$ cat config.mk
export PLATFORM = sky130hd
export DESIGN_NAME = phy_irq_regblock
export DESIGN_NICKNAME = d
export VERILOG_FILES = /design/src/rtl/phy_irq_pkg.sv /design/src/rtl/irq_status_latch.sv /design/src/rtl/irq_cfg_regs.sv /design/src/rtl/irq_pin_drive.sv /design/src/rtl/phy_irq_regblock.sv
export SDC_FILE = /design/constraint.sdc
export NUM_CORES = 1
export LEC_CHECK = 0
export BUFFER_PORTS_ARGS = -buffer_cell sky130_fd_sc_hd__buf_4
export CELL_PAD_IN_SITES_DETAIL_PLACEMENT = 0
export CELL_PAD_IN_SITES_GLOBAL_PLACEMENT = 1
export CORE_MARGIN = 2
export CORE_UTILIZATION = 28
export DETAILED_ROUTE_END_ITERATION = 7
export PLACE_DENSITY_LB_ADDON = 0.1
export SETUP_SLACK_MARGIN = 0.02
export SYNTH_ARGS = -nofsm -noshare
export SYNTH_HDL_FRONTEND = slang
export SYNTH_HIERARCHICAL = 1
export SYNTH_SLANG_ARGS = --single-unit
$ cat constraint.sdc
create_clock -name clk -period 1.2 [get_ports clk]
set_clock_uncertainty 0.1 [all_clocks]
set_input_delay 0.24 -clock clk [delete_from_list [all_inputs] [get_ports clk]]
set_output_delay 0.24 -clock clk [all_outputs]
set_load 0.01 [all_outputs]
$ cat src/rtl/phy_irq_pkg.sv
package phy_irq_pkg;

    localparam int ADDR_W  = 5;
    localparam int DATA_W  = 16;
    localparam int EVT_N   = 8;
    localparam int POL_BIT = 9;

    localparam logic [ADDR_W-1:0] ADDR_EVT = 5'h1B;
    localparam logic [ADDR_W-1:0] ADDR_CFG = 5'h1F;

    typedef enum logic [1:0] {
        SEL_NONE = 2'd0,
        SEL_EVT  = 2'd1,
        SEL_CFG  = 2'd2
    } reg_sel_e;

    typedef struct packed {
        logic wr_evt;
        logic wr_cfg;
        logic rd_clr;
    } access_s;

    function automatic reg_sel_e decode_addr(input logic [ADDR_W-1:0] a);
        if (a == ADDR_EVT)      return SEL_EVT;
        else if (a == ADDR_CFG) return SEL_CFG;
        else                    return SEL_NONE;
    endfunction

    function automatic logic pin_level(input logic active, input logic high_sense);
        return high_sense ? active : ~active;
    endfunction

endpackage

$ cat src/rtl/irq_status_latch.sv
module irq_status_latch #(
    parameter int N = phy_irq_pkg::EVT_N
) (
    input  logic         clk,
    input  logic         rst,
    input  logic         clr,
    input  logic [N-1:0] evt,
    output logic [N-1:0] sts
);

    for (genvar i = 0; i < N; i++) begin : g_bit
        always_ff @(posedge clk) begin
            if (rst)          sts[i] <= 1'b0;
            else if (evt[i])  sts[i] <= 1'b1;
            else if (clr)     sts[i] <= 1'b0;
        end


        evt_sets_chk: assert property (@(posedge clk) disable iff (rst)
            evt[i] |=> sts[i]);


        clr_empties_chk: assert property (@(posedge clk) disable iff (rst)
            (clr && !evt[i]) |=> !sts[i]);


        sticky_hold_chk: assert property (@(posedge clk) disable iff (rst)
            (!clr && sts[i]) |=> sts[i]);
    end

endmodule

$ cat src/rtl/irq_cfg_regs.sv
module irq_cfg_regs #(
    parameter int N    = phy_irq_pkg::EVT_N,
    parameter int DW   = phy_irq_pkg::DATA_W,
    parameter int POLB = phy_irq_pkg::POL_BIT
) (
    input  logic          clk,
    input  logic          rst,
    input  logic          wr_evt,
    input  logic          wr_cfg,
    input  logic [DW-1:0] wdata,
    output logic [N-1:0]  en,
    output logic          pol
);

    localparam int EN_LSB = DW - N;

    always_ff @(posedge clk) begin
        if (rst) begin
            en  <= '0;
            pol <= 1'b0;
        end else begin
            if (wr_evt) en  <= wdata[EN_LSB +: N];
            if (wr_cfg) pol <= wdata[POLB];
        end
    end


    en_hold_chk: assert property (@(posedge clk) disable iff (rst)
        !wr_evt |=> $stable(en));


    rst_clean_chk: assert property (@(posedge clk)
        rst |=> (en == '0 && pol == 1'b0));

endmodule

$ cat src/rtl/irq_pin_drive.sv
module irq_pin_drive #(
    parameter int N = phy_irq_pkg::EVT_N
) (
    input  logic [N-1:0] en,
    input  logic [N-1:0] sts,
    input  logic         pol,
    output logic         irq_pin
);
    import phy_irq_pkg::*;

    logic [N-1:0] armed;
    logic         active;

    always_comb begin
        armed   = en & sts;
        active  = |armed;
        irq_pin = pin_level(active, pol);
    end

endmodule

$ cat src/rtl/phy_irq_regblock.sv
module phy_irq_regblock
    import phy_irq_pkg::*;
(
    input  logic              clk,
    input  logic              rst,
    input  logic [ADDR_W-1:0] reg_addr,
    input  logic              reg_wr,
    input  logic              reg_rd,
    input  logic [DATA_W-1:0] reg_wdata,
    output logic [DATA_W-1:0] reg_rdata,
    input  logic [EVT_N-1:0]  evt_pulse,
    output logic              irq_pin
);

    reg_sel_e         sel;
    access_s          acc;
    logic [EVT_N-1:0] en_q;
    logic [EVT_N-1:0] sts_q;
    logic             pol_q;

    always_comb begin
        sel        = decode_addr(reg_addr);
        acc.wr_evt = reg_wr && (sel == SEL_EVT);
        acc.wr_cfg = reg_wr && (sel == SEL_CFG);
        acc.rd_clr = reg_rd && (sel == SEL_EVT);
    end

    always_comb begin
        reg_rdata = '0;
        case (sel)
            SEL_EVT: reg_rdata = {en_q, sts_q};
            SEL_CFG: reg_rdata[POL_BIT] = pol_q;
            default: reg_rdata = '0;
        endcase
    end

    irq_cfg_regs #(.N(EVT_N), .DW(DATA_W), .POLB(POL_BIT)) u_cfg (
        .clk    (clk),
        .rst    (rst),
        .wr_evt (acc.wr_evt),
        .wr_cfg (acc.wr_cfg),
        .wdata  (reg_wdata),
        .en     (en_q),
        .pol    (pol_q)
    );

    irq_status_latch #(.N(EVT_N)) u_sts (
        .clk (clk),
        .rst (rst),
        .clr (acc.rd_clr),
        .evt (evt_pulse),
        .sts (sts_q)
    );

    irq_pin_drive #(.N(EVT_N)) u_pin (
        .en      (en_q),
        .sts     (sts_q),
        .pol     (pol_q),
        .irq_pin (irq_pin)
    );


    no_enable_quiet_chk: assert property (@(posedge clk) disable iff (rst)
        (en_q == '0) |-> (irq_pin == ~pol_q));

endmodule

==> flow_metrics.py, run 1 <==
metrics = {
    "run_status": {
        "status": "finished, violations left",
        "violations": "setup timing",
    },
    "synth": {
        "synth_area_sq_um": 911,
        "synth-seq-cells": 17,
        "synth_seq_area_share_pct": 37.4,
        "synthCells": 93,
        "synth_cell_types": 20,
        "synth_area_per_cell_sq_um": 9.79,
        "yosys_warnings": 6,
        "syn_nets": 126,
    },
    "floorplan": {
        "fp.coreArea_sq_um": 3080,
        "die_height_um": 61.0,
        "io_pins": 50,
        "num_rows": 20,
        "die_w_um": 61.0,
        "die-area_sq_um": 3730,
        "start_util_pct": 29.6,
    },
    "worst_setup_path": {
        "critPathMaxFanout": 2,
        "cp.arrival_ps": 1300,
        "cp-end-kind": "output port",
        "ff2ff_path_depth": 4,
        "path_cells": "a22oi_2, nand4_1, xnor2_2, buf_4",
        "cp-start-kind": "flip-flop",
        "critPathBufInv": 1,
        "cp_num_cells": 4,
        "crit_family": "flip-flops",
        "critPathSlowestCell": "dfxtp_2",
        "slowest_delay_ps": 340,
        "critPathKind": "flip-flop to output port",
        "cp.required_ps": 860,
    },
    "place": {
        "dpl.hpwl_mm": 1.74,
        "numPortBuffers": 41,
        "pre_cts_ws_ps": -170,
        "place_congestion": 0.731,
        "post-place-cells": 193,
    },
    "clocking": {
        "cts_buffers": 3,
        "path_clk_slew_ps": 100,
        "cts_max_level": 1,
        "cts_num_sinks": 17,
        "root_buffer": "clkbuf_4",
        "cts_tree": "built",
        "clk_latency_ps": 280,
        "clockBufferDepth": 2,
        "ctsHoldBuffers": 0,
    },
    "final_layout": {
        "layout_common_cells": "47 x buf_4, 19 x buf_6, 17 x dfxtp_2",
        "final_common_cell": "buf_4",
        "final_util_pct": 56.1,
        "final_cells": 203,
        "antenna_cells": 0,
        "drive_gt1_share_pct": 78.6,
        "syn_to_final_growth_pct": 89.6,
        "fin_nets": 193,
    },
    "sta": {
        "setup_viol": 17,
        "period_needed_ps": 1640,
        "min_period_over_period_pct": 137,
        "worst-slew-pin-transition_ps": 232,
        "relSlewSlack_pct": 84.5,
        "max_freq_mhz": 609,
        "final_max_slew_viol_count": 0,
        "hold_ws_ps": 78.1,
        "layout_setup_ws_ps": -443,
        "grt_setup_unrepaired": "yes",
        "finalHoldViolCount": 0,
        "setup_tns_ps": -2940,
    },
    "drt": {
        "viasPerCell": 4.26,
        "vias": 865,
        "wl_mm": 2.58,
        "drt_iter0_drc": 21,
        "drtPass1Iterations": 4,
        "wl_per_cell_um": 12.7,
        "drt_drc_violations_left": 0,
        "antenna_left": 0,
    },
    "pwr": {
        "p_seq_share_pct": 51.5,
        "p_leak_uw": 0.000721,
        "p_sw_uw": 300,
        "combPwrFrac_pct": 23.0,
        "p_int_uw": 881,
        "switching_share_pct": 25.4,
        "ir_drop_v": 0.000564,
        "pwr-share-clk_pct": 25.5,
        "powerDensity_nw_per_um2": 683,
    },
    "grt": {
        "grt_pass1_vias": 816,
        "grt_usage_pct": 14.2,
        "grt_max_degree": 18,
        "antenna_found_initial": 0,
        "overflow": 0,
        "grt_first_pass_wirelength_mm": 3.81,
    },
    "min_path": {
        "min_path_type": "primary input to flip-flop",
        "holdPathStages": 3,
    },
    "run": {
        "drv_cap": 0,
    },
}
## final cells by class
cell class	count	area, sq um
Sequential cell	17	362
Clock inverter	1	5.00
Tap cell	44	55.1
Multi-Input combinational cell	62	641
Clock buffer	3	22.5
Fill cell	281	1350
Inverter	8	30.0
Timing Repair Buffer	68	612
## layer usage
| metal | global-route usage (%) | wire length [um] | up-vias |
|---|---|---|---|
| li1 | - | - | 447 |
| met1 | 20.1 | 1170 | 390 |
| met2 | 21.4 | 1270 | 26 |
| met3 | 4.62 | 118 | 2 |
| met4 | 2.80 | 15 | 0 |
| met5 | 0 | 0 | - |
## flip-flops by register name (all words and copies together) (netlist names)
register   count
u_cfg/pol      1
u_sts/sts      8
u_cfg/en       8
## kinds of logic after synthesis
family                 after synthesis  share of synthesized area [%]
AND/OR/NAND/NOR                     39                           32.7
XOR/XNOR                             1                          0.962
flip-flops                          17                           37.4
multiplexers                        10                           11.0
buffers and inverters               14                           8.51
AO/OA/AOI/OAI                       12                           9.48
## worst min-delay path, stage by stage
cell	delay, ps
buf_4	100
inv_1	40
a21oi_1	50
## repair_timing
action                                  in CTS  in global routing
buffers inserted                             3                  4
gates resized for setup                     38                 22
pin swaps                                    0                 10
endpoints found under the setup margin      17                 25
gates cloned                                 0                  1
## power by group through the flow
stage	Combinational [uW]	Sequential (uW)	Clock [uW]
2_1_floorplan	82.5	611	0
3_3_place_gp	203	612	0
3_5_place_dp	204	611	0
4_1_cts	228	606	326
5_1_grt	291	610	338
6_report	271	608	301
## path summary, 6_finish.rpt
path / start / endpoint / slack [ps]
setup / recovery: u_cfg/en[6] / irq_pin / -440
hold / removal: evt_pulse[6] / u_sts/sts[6] / 80
setup reg to reg: u_cfg/en[2] / u_cfg/en[2] / 260
hold reg to reg: u_cfg/en[7] / u_cfg/en[7] / 430
## through the flow
step | power, uW | instance area (sq um)
6_report | 1180 | 1730
5_1_grt | 1240 | 1730
4_1_cts | 1160 | 1580
3_5_place_dp | 816 | 1420
3_3_place_gp | 815 | 1420
2_1_floorplan | 694 | 933
## synthesized netlist by cell type
| cell type | instances | share of area, % |
|---|---|---|
| xnor2_1 | 1 | 0.96 |
| nand4_1 | 1 | 0.69 |
| mux2i_1 | 10 | 11 |
| clkbuf_2 | 1 | 0.55 |
| a22oi_1 | 3 | 2.5 |
| nand2b_4 | 1 | 1.5 |
| nor2_1 | 11 | 4.5 |
| nand2b_1 | 7 | 4.8 |
| a21oi_1 | 5 | 2.7 |
| nor3b_1 | 9 | 7.4 |
| a21oi_2 | 3 | 2.9 |
| a22oi_2 | 1 | 1.4 |
| buf_4 | 2 | 1.6 |
| buf_6 | 2 | 2.5 |
| nor3b_2 | 8 | 11 |
| buf_2 | 1 | 0.55 |
| nand2_1 | 1 | 0.41 |
| nand4_4 | 1 | 2.3 |
| dfxtp_1 | 17 | 37 |
| inv_1 | 8 | 3.3 |
No activity file was read; power rests on OpenSTA's default activity.
==> run 2: changes to the inputs <==
Settings changed: PLACE_DENSITY_LB_ADDON 0.1 to 0.12.
==> run 2 against run 1 <==
The run still ends with setup timing left. Non-clock buffer count fell by 2. Clock power increased by 3%. Global-route usage up 0.42 points. Setup slack improved by 26 ps. Sequential share of layout area rose by 0.56 points. Wire length decreased by 2.6%. Fmax is 1.6% higher. Register-to-register slack improved by 40 ps. Sequential power is essentially flat.
==> flow_metrics.py, run 2 (synthesized netlist as in run 1, its figures left out) <==
metrics = {
    "worst_setup_path": {
        "reg2reg_from": "u_sts/sts[2]",
        "ff2ff_path_depth": 4,
        "cp.arrival_ps": 1280,
        "path_cells": "a22oi_2, nand4_1, xnor2_2, buf_4",
        "crit_family": "flip-flops",
        "critPathSlowestCell": "dfxtp_2",
        "critPathBufInv": 1,
        "critPathKind": "flip-flop to output port",
        "slowest_delay_ps": 340,
        "cp-start-kind": "flip-flop",
        "r2r_setup_slack_ps": 300,
        "cp.required_ps": 860,
        "r2r_end": "u_sts/sts[2]",
        "cp-end-kind": "output port",
        "critPathMaxFanout": 2,
    },
    "final_layout": {
        "syn_to_final_growth_pct": 84.6,
        "antenna_cells": 0,
        "final_util_pct": 54.6,
        "final_area_sq_um": 1680,
        "fin_nets": 191,
        "drive_gt1_share_pct": 72.0,
        "top_regs": "u_cfg/en: 8 flops, u_sts/sts: 8 flops, u_cfg/pol: 1 flops",
        "final_common_cell": "buf_4",
        "fillCellCount": 299,
        "layout_common_cells": "40 x buf_4, 22 x buf_6, 17 x dfxtp_2",
    },
    "pwr": {
        "pwr-share-clk_pct": 26.4,
        "switching_share_pct": 24.9,
        "p_int_uw": 882,
        "ir_drop_v": 0.000323,
        "p_seq_share_pct": 51.7,
        "powerDensity_nw_per_um2": 699,
        "combPwrFrac_pct": 21.9,
        "p_leak_uw": 0.000707,
        "p_sw_uw": 293,
    },
    "sta": {
        "setup_viol": 17,
        "layout_setup_ws_ps": -417,
        "relSlewSlack_pct": 85.9,
        "period_needed_ps": 1620,
        "finalHoldViolCount": 0,
        "min_period_over_period_pct": 135,
        "grt_setup_unrepaired": "yes",
        "final_max_slew_viol_count": 0,
        "max_freq_mhz": 619,
        "worst-slew-pin-transition_ps": 211,
        "hold_ws_ps": 81.2,
    },
    "floorplan": {
        "io_pins": 50,
        "num_rows": 20,
        "die-area_sq_um": 3730,
        "die_height_um": 61.0,
        "fp.coreArea_sq_um": 3080,
        "start_util_pct": 29.6,
        "die_w_um": 61.0,
    },
    "grt": {
        "grt_max_degree": 18,
        "grt_usage_pct": 14.7,
        "grt_first_pass_wirelength_mm": 4.00,
        "grt_pass1_vias": 838,
        "antenna_found_initial": 0,
        "overflow": 0,
    },
    "drt": {
        "drtPass1Iterations": 4,
        "antenna_left": 0,
        "drt_drc_violations_left": 0,
        "drt_iter0_drc": 25,
        "wl_per_cell_um": 12.5,
        "vias": 878,
        "viasPerCell": 4.37,
        "wl_mm": 2.51,
    },
    "place": {
        "place_congestion": 0.749,
        "numPortBuffers": 41,
        "dpl-instance-area_sq_um": 1450,
        "dpl.hpwl_mm": 1.87,
    },
    "min_path": {
        "hp-start": "evt_pulse[2]",
        "min_path_type": "primary input to flip-flop",
        "min_to": "u_sts/sts[2]",
        "holdPathStages": 3,
    },
    "run_status": {
        "violations": "setup timing",
        "status": "finished, violations left",
    },
    "clocking": {
        "path_clk_slew_ps": 100,
        "cts_num_sinks": 17,
        "ctsHoldBuffers": 0,
        "cts_buffers": 3,
        "cts_tree": "built",
        "clockBufferDepth": 2,
        "clk_latency_ps": 280,
        "root_buffer": "clkbuf_4",
        "cts_max_level": 1,
    },
    "run": {
        "drv_cap": 0,
    },
}
==> run 2: cell types whose count changed in the layout (fill, tap and decap cells not counted), sizes merged <==
cell	change
buf	-1
clkinv	-1
==> run 2: how the worst max path moves through the flow <==
stage,startpoint,end,slack (ps),cells past startpoint
final,u_sts/sts[2],irq_pin,-420,4
after global routing,u_sts/sts[2],irq_pin,-500,4
after CTS,u_sts/sts[2],irq_pin,-440,4
after detailed placement,reg_addr[1],u_sts/sts[1],-210,7
after global placement,reg_addr[1],u_sts/sts[1],-200,7
after floorplan,reg_addr[1],u_cfg/en[0],-0.1,5
==> run 2: layer usage <==
| metal | global-route usage (%) | up-vias | part of all wire (%) |
|---|---|---|---|
| li1 | - | 443 | - |
| met1 | 21.3 | 404 | 49 |
| met2 | 21.7 | 29 | 45 |
| met3 | 2.94 | 2 | 5.7 |
| met4 | 4.66 | 0 | 0.76 |
| met5 | 0 | - | 0 |
==> run 2: tightest hold or removal path, cell delays in order <==
cell and delay (ps):
buf_4 70, inv_1 30, a21oi_2 90
==> run 2: cell type report <==
class | count | area [sq um] | share of cell area [%]
Clock buffer | 4 | 26.3 | 1.56
Inverter | 8 | 30.0 | 1.79
Multi-Input combinational cell | 62 | 586 | 34.8
Sequential cell | 17 | 362 | 21.5
Tap cell | 44 | 55.1 | 3.27
Timing Repair Buffer | 66 | 623 | 37.1
==> run 2: power groups by stage <==
stage,combinational (uW),sequential [uW],clock [uW]
4_1_cts,238,608,329
3_3_place_gp,215,611,0
3_5_place_dp,218,612,0
6_report,257,608,310
5_1_grt,276,611,363
2_1_floorplan,82.5,611,0
==> run 2: repair_timing <==
action,4_1_cts,5_1_grt
setup buffers,1,4
endpoints found under the setup margin,17,23
gates resized for setup,40,16
pin swaps,5,3
==> run 2: per-stage QoR <==
step                setup TNS [ps]  cells  total power [uW]  setup WS [ps]
floorplan                   -0.819     93               694         -0.102
global placement             -4890    194               826           -202
finish                       -2830    201              1180           -417
CTS                          -2890    199              1180           -436
global route                 -4130    201              1250           -495
detailed placement           -5170    194               829           -213
==> run 3: changes to the inputs <==
Settings changed: CTS_BUF_LIST set to sky130_fd_sc_hd__clkbuf_16.
==> run 3 against run 2 <==
The run still ends with setup timing left. Cell count stayed put. First-iteration DRC count is 52% lower. Core utilization increased by 3.2 points. Via count fell by 2.3%. Sequential power barely moved. Setup slack better by 47 ps. Critical path depth unchanged. Clock-buffer cell count down 1. Critical endpoint unchanged. Largest power group is now clock. Highest routed layer unchanged.
==> flow_metrics.py, run 3 (synthesized netlist as in run 1, its figures left out) <==
metrics = {
    "run_status": {
        "status": "finished, violations left",
        "violations": "setup timing",
    },
    "sta": {
        "max_freq_mhz": 637,
        "hold_ws_ps": 136,
        "grt_setup_unrepaired": "yes",
        "setup_tns_ps": -2570,
        "layout_setup_ws_ps": -370,
        "min_period_over_period_pct": 131,
        "final_max_slew_viol_count": 0,
        "relSlewSlack_pct": 84.2,
        "finalHoldViolCount": 0,
        "period_needed_ps": 1570,
        "setup_viol": 33,
        "worst-slew-pin-transition_ps": 237,
    },
    "worst_setup_path": {
        "crit_family": "flip-flops",
        "cp-start-kind": "flip-flop",
        "critPathKind": "flip-flop to output port",
        "cp.required_ps": 860,
        "cp-end-kind": "output port",
        "path_cells": "a22oi_2, nand4_1, xnor2_2, buf_4",
        "critPathMaxFanout": 2,
        "slowest_delay_ps": 330,
        "cp.arrival_ps": 1230,
        "critPathBufInv": 1,
        "r2r_setup_slack_ps": 320,
        "critPathSlowestCell": "dfxtp_2",
    },
    "final_layout": {
        "final_common_cell": "buf_4",
        "top_regs": "u_cfg/en: 8 flops, u_sts/sts: 8 flops, u_cfg/pol: 1 flops",
        "syn_to_final_growth_pct": 95.5,
        "antenna_cells": 0,
        "fillCellCount": 289,
        "final_util_pct": 57.8,
        "drive_gt1_share_pct": 78.3,
        "layout_common_cells": "41 x buf_4, 21 x buf_6, 16 x nor3b_2",
        "fin_nets": 191,
    },
    "place": {
        "numPortBuffers": 41,
        "dpl.hpwl_mm": 1.87,
        "place_congestion": 0.749,
    },
    "drt": {
        "drt_iter0_drc": 12,
        "wl_mm": 2.59,
        "drt_drc_violations_left": 0,
        "vias": 858,
        "antenna_left": 0,
        "drtPass1Iterations": 4,
        "viasPerCell": 4.27,
        "wl_per_cell_um": 12.9,
    },
    "pwr": {
        "p_seq_share_pct": 39.5,
        "p_sw_uw": 336,
        "powerDensity_nw_per_um2": 868,
        "p_int_uw": 1210,
        "p_leak_uw": 0.000720,
        "ir_drop_v": 0.000400,
        "combPwrFrac_pct": 18.2,
        "switching_share_pct": 21.7,
        "pwr-share-clk_pct": 42.3,
    },
    "run": {
        "drv_cap": 0,
    },
    "grt": {
        "overflow": 0,
        "grt_pass1_vias": 841,
        "antenna_found_initial": 0,
        "grt_max_degree": 18,
        "grt_usage_pct": 15.1,
        "grt_first_pass_wirelength_mm": 4.11,
    },
    "floorplan": {
        "die_w_um": 61.0,
        "die_height_um": 61.0,
        "io_pins": 50,
        "num_rows": 20,
        "fp.coreArea_sq_um": 3080,
        "die-area_sq_um": 3730,
        "start_util_pct": 29.6,
    },
    "clocking": {
        "cts_max_level": 1,
        "path_clk_slew_ps": 50,
        "cts_num_sinks": 17,
        "root_buffer": "clkbuf_16",
        "cts_tree": "built",
        "cts_buffers": 3,
        "clk_latency_ps": 240,
        "clockBufferDepth": 2,
        "ctsHoldBuffers": 0,
    },
    "min_path": {
        "min_path_type": "primary input to flip-flop",
    },
}
## run 3: changes by cell type in the layout (fill, tap and decap cells not counted), sizes merged
cell / delta
clkbuf: -1
inv: +1
## run 3: worst reg2reg max path, cell delays in order (launching register included)
cell and delay, ps:
dfxtp_2 330, buf_4 130, buf_6 110, nand2b_4 50, a21oi_2 40
## run 3: per-layer routing
layer | up-vias | GRT usage [%] | share of wire (%)
li1 | 441 | - | -
met1 | 388 | 21.7 | 47
met2 | 27 | 22.5 | 47
met3 | 2 | 2.94 | 5.5
met4 | 0 | 5.59 | 0.58
met5 | - | 0 | 0
## run 3: repair_timing
item	in CTS	in global routing
pin swaps	16	12
gates cloned	0	0
buffers inserted	1	3
resized for setup	42	19
setup endpoints to repair	17	33
## run 3: cell type report
| type | count | area [sq um] | area share [%] |
|---|---|---|---|
| clock buffers | 3 | 75.1 | 4.22 |
| clock inverters | 1 | 3.75 | 0.211 |
| inverters | 8 | 30.0 | 1.69 |
| multi-input cells | 62 | 638 | 35.8 |
| flip-flops and latches | 17 | 359 | 20.2 |
| well taps | 44 | 55.1 | 3.09 |
| repair buffers | 66 | 619 | 34.8 |
## run 3: metrics by stage
stage	setup WS, ps	power (uW)	area (sq um)	instances
global route	-410	1620	1780	201
finish	-370	1550	1780	201
detailed placement	-213	829	1450	194
global placement	-202	826	1450	194
CTS	-376	1520	1670	199
floorplan	-0.102	694	933	93
## run 3: worst paths after layout
check,start,to,cells past startpoint
max reg2reg,u_sts/sts[2],u_sts/sts[2],4
min,reg_wdata[15],u_cfg/en[7],3
min reg2reg,u_cfg/en[1],u_cfg/en[1],2
max,u_sts/sts[2],irq_pin,4
## run 3: power by group through the flow
stage	clock (uW)	combinational [uW]	sequential [uW]
6_report	654	281	611
5_1_grt	706	301	612
4_1_cts	669	242	609
3_5_place_dp	0	218	612
3_3_place_gp	0	215	611
2_1_floorplan	0	82.5	611
